## config.mk

```make
export PLATFORM = sky130hd
export DESIGN_NAME = dmaPacer
export DESIGN_NICKNAME = d
export VERILOG_FILES = /design/src/rtl/pacer_pkg.sv /design/src/rtl/pacerCtrl.sv /design/src/rtl/pacerData.sv /design/src/rtl/dmaPacer.sv
export SDC_FILE = /design/constraint.sdc
export NUM_CORES = 1
export LEC_CHECK = 0
export ABC_AREA = 0
export BUFFER_PORTS_ARGS = -buffer_cell sky130_fd_sc_hd__buf_2
export CORE_UTILIZATION = 51
export CTS_CLUSTER_SIZE = 28
export DETAILED_ROUTE_END_ITERATION = 6
export PLACE_DENSITY = 0.77
export SKIP_LAST_GASP = 1
export SYNTH_ARGS = -nofsm -noshare
export SYNTH_HDL_FRONTEND = slang
export SYNTH_SLANG_ARGS = --single-unit
```

## constraint.sdc

```tcl
create_clock -name clk -period 2.28 [get_ports clk]
set_input_delay 0.456 -clock clk [delete_from_list [all_inputs] [get_ports clk]]
set_output_delay 0.456 -clock clk [all_outputs]
set_load 0.01 [all_outputs]
```

## src/rtl/pacer_pkg.sv

```systemverilog
package pacer_pkg;

  // Low nibble of each decoded window offset
  localparam logic [3:0] OFF_DIV = 4'hA;
  localparam logic [3:0] OFF_CTL = 4'hB;
  localparam logic [3:0] OFF_CLR = 4'hC;
  localparam logic [3:0] OFF_DIS = 4'hD;
  localparam logic [3:0] OFF_ENA = 4'hE;
  localparam logic [3:0] OFF_DAC = 4'hF;

  // Control-port selector that rewinds the divisor byte order
  localparam logic [1:0] CTL_PACER_SEL = 2'b10;

  // Strobes from control to datapath
  typedef struct packed {
    logic loadLow;
    logic loadHigh;
    logic restart;
    logic dacWrite;
  } pacerStrb_t;

endpackage

```

## src/rtl/pacerCtrl.sv

```systemverilog
module pacerCtrl
  import pacer_pkg::*;
#(
  parameter int ADDR_W = 10
) (
  input  logic              clk,
  input  logic              rstN,
  input  logic [1:0]        baseSel,
  input  logic [ADDR_W-1:0] ioAddr,
  input  logic              ioWr,
  input  logic [1:0]        modeBits,
  input  logic              ackSel,
  input  logic              tcIn,
  input  logic              expire,
  output pacerStrb_t        strb,
  output logic              reqFlag,
  output logic              irqFlag
);

  localparam int WIN_LSB = 4;

  logic [ADDR_W-1:0] baseAddr;
  logic              winHit;
  logic              wrDiv, wrCtl, wrClr, wrDis, wrEna, wrDac;
  logic              hiNext;
  logic              enabled;

  always_comb begin
    case (baseSel)
      2'd0:    baseAddr = ADDR_W'('h220);
      2'd1:    baseAddr = ADDR_W'('h240);
      2'd2:    baseAddr = ADDR_W'('h280);
      default: baseAddr = ADDR_W'('h2C0);
    endcase
  end

  // Upper half of the window only
  assign winHit = ioWr && ioAddr[3]
                  && (ioAddr[ADDR_W-1:WIN_LSB] == baseAddr[ADDR_W-1:WIN_LSB]);

  assign wrDiv = winHit && (ioAddr[3:0] == OFF_DIV);
  assign wrCtl = winHit && (ioAddr[3:0] == OFF_CTL);
  assign wrClr = winHit && (ioAddr[3:0] == OFF_CLR);
  assign wrDis = winHit && (ioAddr[3:0] == OFF_DIS);
  assign wrEna = winHit && (ioAddr[3:0] == OFF_ENA);
  assign wrDac = winHit && (ioAddr[3:0] == OFF_DAC);

  // Divisor byte order: low, then high
  always_ff @(posedge clk) begin
    if (!rstN) begin
      hiNext <= 1'b0;
    end else if (wrCtl && (modeBits == CTL_PACER_SEL)) begin
      hiNext <= 1'b0;
    end else if (wrDiv) begin
      hiNext <= ~hiNext;
    end
  end

  always_ff @(posedge clk) begin
    if (!rstN) begin
      enabled <= 1'b0;
    end else if (wrDis) begin
      enabled <= 1'b0;
    end else if (wrEna) begin
      enabled <= 1'b1;
    end
  end

  // Request: disable > enable > acknowledge > expiry re-arm
  always_ff @(posedge clk) begin
    if (!rstN) begin
      reqFlag <= 1'b0;
    end else if (wrDis) begin
      reqFlag <= 1'b0;
    end else if (wrEna) begin
      reqFlag <= 1'b1;
    end else if (ackSel && reqFlag) begin
      reqFlag <= 1'b0;
    end else if (expire && enabled && !reqFlag) begin
      reqFlag <= 1'b1;
    end
  end

  // Interrupt: a new terminal count beats a clear
  always_ff @(posedge clk) begin
    if (!rstN) begin
      irqFlag <= 1'b0;
    end else if (tcIn) begin
      irqFlag <= 1'b1;
    end else if (wrClr) begin
      irqFlag <= 1'b0;
    end
  end

  always_comb begin
    strb.loadLow  = wrDiv && !hiNext;
    strb.loadHigh = wrDiv && hiNext;
    strb.restart  = wrEna;
    strb.dacWrite = wrDac && !enabled;
  end

endmodule

```

## src/rtl/pacerData.sv

```systemverilog
module pacerData
  import pacer_pkg::*;
#(
  parameter int DATA_W = 8
) (
  input  logic              clk,
  input  logic              rstN,
  input  pacerStrb_t        strb,
  input  logic [DATA_W-1:0] wrData,
  output logic              expire,
  output logic [DATA_W-1:0] dacData
);

  localparam int DIV_W = 2 * DATA_W;
  localparam int CNT_W = DIV_W + 1;

  logic [DATA_W-1:0] lowHold;
  logic [DIV_W-1:0]  divisor;
  logic [DIV_W-1:0]  newDiv;
  logic [CNT_W-1:0]  cnt;

  // Zero divisor stands for the full 2**DIV_W range
  function automatic logic [CNT_W-1:0] widen(input logic [DIV_W-1:0] d);
    return (d == '0) ? {1'b1, {DIV_W{1'b0}}} : {1'b0, d};
  endfunction

  assign newDiv = {wrData, lowHold};
  assign expire = (cnt == CNT_W'(1));

  always_ff @(posedge clk) begin
    if (!rstN) begin
      lowHold <= '0;
    end else if (strb.loadLow) begin
      lowHold <= wrData;
    end
  end

  always_ff @(posedge clk) begin
    if (!rstN) begin
      divisor <= '0;
    end else if (strb.loadHigh) begin
      divisor <= newDiv;
    end
  end

  always_ff @(posedge clk) begin
    if (!rstN) begin
      cnt <= widen('0);
    end else if (strb.loadHigh) begin
      cnt <= widen(newDiv);
    end else if (strb.restart || expire) begin
      cnt <= widen(divisor);
    end else begin
      cnt <= cnt - 1'b1;
    end
  end

  always_ff @(posedge clk) begin
    if (!rstN) begin
      dacData <= '0;
    end else if (strb.dacWrite) begin
      dacData <= wrData;
    end
  end

endmodule

```

## src/rtl/dmaPacer.sv

```systemverilog
module dmaPacer
  import pacer_pkg::*;
#(
  parameter int ADDR_W = 10,
  parameter int DATA_W = 8
) (
  input  logic              clk,
  input  logic              rstN,
  input  logic [1:0]        baseSel,
  input  logic              chanSel,
  input  logic              irqSel,
  input  logic [ADDR_W-1:0] ioAddr,
  input  logic [DATA_W-1:0] ioWrData,
  input  logic              ioWr,
  input  logic              dackCh1,
  input  logic              dackCh3,
  input  logic              tcIn,
  output logic              drqCh1,
  output logic              drqCh3,
  output logic              irqLine3,
  output logic              irqLine7,
  output logic [DATA_W-1:0] dacData
);

  pacerStrb_t strb;
  logic       expire;
  logic       reqFlag;
  logic       irqFlag;
  logic       ackSel;

  assign ackSel = chanSel ? dackCh3 : dackCh1;

  pacerCtrl #(.ADDR_W(ADDR_W)) u_ctrl (
    .clk      (clk),
    .rstN     (rstN),
    .baseSel  (baseSel),
    .ioAddr   (ioAddr),
    .ioWr     (ioWr),
    .modeBits (ioWrData[DATA_W-1 -: 2]),
    .ackSel   (ackSel),
    .tcIn     (tcIn),
    .expire   (expire),
    .strb     (strb),
    .reqFlag  (reqFlag),
    .irqFlag  (irqFlag)
  );

  pacerData #(.DATA_W(DATA_W)) u_data (
    .clk     (clk),
    .rstN    (rstN),
    .strb    (strb),
    .wrData  (ioWrData),
    .expire  (expire),
    .dacData (dacData)
  );

  assign drqCh1   = reqFlag && !chanSel;
  assign drqCh3   = reqFlag && chanSel;
  assign irqLine3 = irqFlag && !irqSel;
  assign irqLine7 = irqFlag && irqSel;

endmodule

```

==> run summary <==
CP Cell Sequence: or4_4 > nor3_2 > a31o_2 > a21o_2 > o2bb2ai_1 > a21o_1
Pwr dens: 827.0 mW/mm^2
Core Box Area: 0.004786 mm^2
Clock Tree Root: clkbuf_8
TritonRoute pass-1 iters: 4
Drt total wl: 5834 um
Worst Max-Slew Pin Slew: 0.6083 ns
FF+latch count, synth: 53
Register area share after synthesis: 41.05%
R2r setup slk: 0.12 ns
Tcrit/Tclk final: 94.87%
Crit path max fanout: 16
Largest net degree at the start of global routing: 27
Worst Hold Class: input pin to flip-flop
Vias in the first global route: 1999
Maximum clock rate: 462.3 MHz
CTS Buf Count: 5
Setup CP Type: flip-flop to flip-flop
Gr ovfl total: 0
Mapped cell area: 0.002585 mm^2
Placed inst area: 0.002935 mm^2
Post-CTS setup buffer count: 0
Reg area: 0.001061 mm^2
Max-cap viol count: 0
Yosys warns: 0
Synth area leaders: dfxtp_1 41%, nand2_1 7.1%, o2bb2ai_1 5.4%
Post-synth top area cell: dfxtp_1
Via count: 2276
Die Ht: 73.20 um
Pins Over Slew Limit: 0
Syn_area_per_cell: 8.674 um^2
Port Buffer Count: 39
Htree depth: 2
CTS Hold Bufs: 0
Drt via density: 5.538
CTS resizes: 0
Drt wl/cell: 14.19 um
Syn_nets: 328
Row cnt: 25
First-pass GRT wire length: 9660 um
Crit start category: flip-flop
Layout Skew: 0.005383 ns
Final ANT Viol Nets: 0
Final instance area: 0.003022 mm^2
Die Wd: 73.20 um
Yosys cell types: 48
Status: finished, final reports clean
Area of the die: 0.005358 mm^2
Synth Flop Type: dfxtp_1
RSZ-0062 raised after global routing: no
CTS Sinks: 53
Clk buf depth: 2
Boundary pin count: 40
Leak Pwr: 1.301 nW
Crit path required time: 2.47 ns
Reg clk slew, reported paths: 0.09 ns
Reg2Reg Depth: 6
Minimum clock period: 2.163 ns
Most frequent cells in the layout: 53 x dfxtp_1, 49 x nand2_1, 39 x buf_2
Post-synth ARST share: 0%
Setup_tns: 0 ns
Post-synth EDFFs: 0
Mapped Cells: 298
Worst Path Arrival: 2.36 ns
Crit. End Element: flip-flop
Buffer and inverter count on the worst path: 0
Yosys top cell area share: 41.05%
Peak VDD IR: 0.5266 mV
Fill cell count: 406
Normalized max-slew margin: 59.07%
Clock tree from TritonCTS: built
Most common cell after layout, fill and taps aside: dfxtp_1
Post-DP HPWL: 4337 um
Post-route DRC violation count: 0
Crit-path slowest cell: or4_4
Final nets: 373
N_diodes: 0
Worst r2r src: u_data.cnt[5]
Clk_lat worst skew: 0.30 ns
Layout cells sized above 1: 20.64%
Hold Path End: u_ctrl.reqFlag
Initial antenna violation count: 0
Footprint of the multi-input gates: 0.001434 mm^2
Placer Congestion: 0.8519
Reg-to-Reg End: u_data.cnt[13]
Crit-path max cell delay: 0.56 ns
Initial core utilization: 54.01%
CP delay by family, top: simple AND/OR/NAND/NOR gates
Area growth syn-to-layout: 16.89%
Worst hold stages: 2
Hold Path Origin: ioAddr[0]
Hold Violations, Final: 0
All-Layer GR Usage: 23.33%
Drt initial violations: 105
Power after layout: 2.499 mW
Final setup violation count: 0
[through the flow]
| step | util [%] | hold WS (ns) | std cells | setup slack, ns |
|---|---|---|---|---|
| detailed placement | 61.33 | 0.4398 | 403 | 0.05705 |
| CTS | 63.14 | 0.4299 | 411 | 0.1241 |
| floorplan | - | 0.4451 | 298 | 0.1269 |
| global route | 63.14 | 0.4386 | 411 | 0.01523 |
| global placement | 61.33 | 0.4318 | 403 | 0.08527 |
| finish | 63.14 | 0.4307 | 411 | 0.1170 |
[power by group]
group          switching, mW  internal [mW]  total, mW
registers              0.124           1.05       1.17
clock network          0.296          0.219      0.515
logic                  0.398          0.414      0.811
[cell families after synthesis]
kind of cell / count (synthesis) / share of synthesized area, %
AND/OR/NAND/NOR: 125 / 26.14
AO/OA/AOI/OAI: 74 / 19.80
buffers and inverters: 20 / 3.485
flip-flops: 53 / 41.05
adder cells (fa/ha/maj): 2 / 0.9679
XOR/XNOR: 15 / 5.082
multiplexers: 9 / 3.485
[sequential cells by signal, indices dropped and copies added (netlist names)]
signal / cells
u_ctrl.reqFlag: 1
u_ctrl.irqFlag: 1
u_data.lowHold: 8
u_ctrl.hiNext: 1
u_data.divisor: 16
u_data.cnt: 17
u_ctrl.enabled: 1
u_data.dacData: 8
[Yosys cell counts (2+ instances only)]
| master | count |
|---|---|
| a21o_1 | 15 |
| a21oi_1 | 19 |
| a31oi_1 | 3 |
| and2_1 | 3 |
| buf_2 | 6 |
| clkbuf_1 | 8 |
| dfxtp_1 | 53 |
| ha_1 | 2 |
| inv_1 | 5 |
| mux2i_1 | 9 |
| nand2_1 | 49 |
| nand2b_1 | 5 |
| nand3_1 | 12 |
| nand4_1 | 3 |
| nand4b_1 | 2 |
| nor2_1 | 19 |
| nor2b_1 | 4 |
| nor3_1 | 3 |
| nor4_1 | 10 |
| nor4bb_1 | 2 |
| o21ai_0 | 3 |
| o21ai_1 | 8 |
| o2bb2ai_1 | 16 |
| or4_4 | 2 |
| xnor2_1 | 9 |
| xor2_1 | 6 |
[per-layer routing]
layer	vias to the layer above	part of all wire, %	track usage, %
met1	1040	49	34.25
met2	68	45	35.29
met3	4	5.0	4.282
met5	-	0	0
li1	1164	-	-
met4	0	0.74	5.447
[how the worst max path moves through the flow]
stage / from / to / cells past startpoint
floorplan: baseSel[1] / u_data.lowHold[0] / 7
global placement: baseSel[1] / u_data.lowHold[2] / 8
detailed placement: baseSel[0] / u_data.cnt[13] / 9
CTS: u_data.cnt[5] / u_data.cnt[13] / 6
global route: u_data.cnt[5] / u_data.cnt[2] / 6
finish: u_data.cnt[5] / u_data.cnt[13] / 6
[final cells by class]
cell class | count | area share, %
Clock buffer | 6 | 2.402
Clock inverter | 2 | 0.4555
Inverter | 5 | 0.6211
Multi-Input combinational cell | 225 | 47.45
Sequential cell | 53 | 35.11
Tap cell | 67 | 2.774
Timing Repair Buffer | 53 | 11.18
No activity file was read; power rests on OpenSTA's default activity.
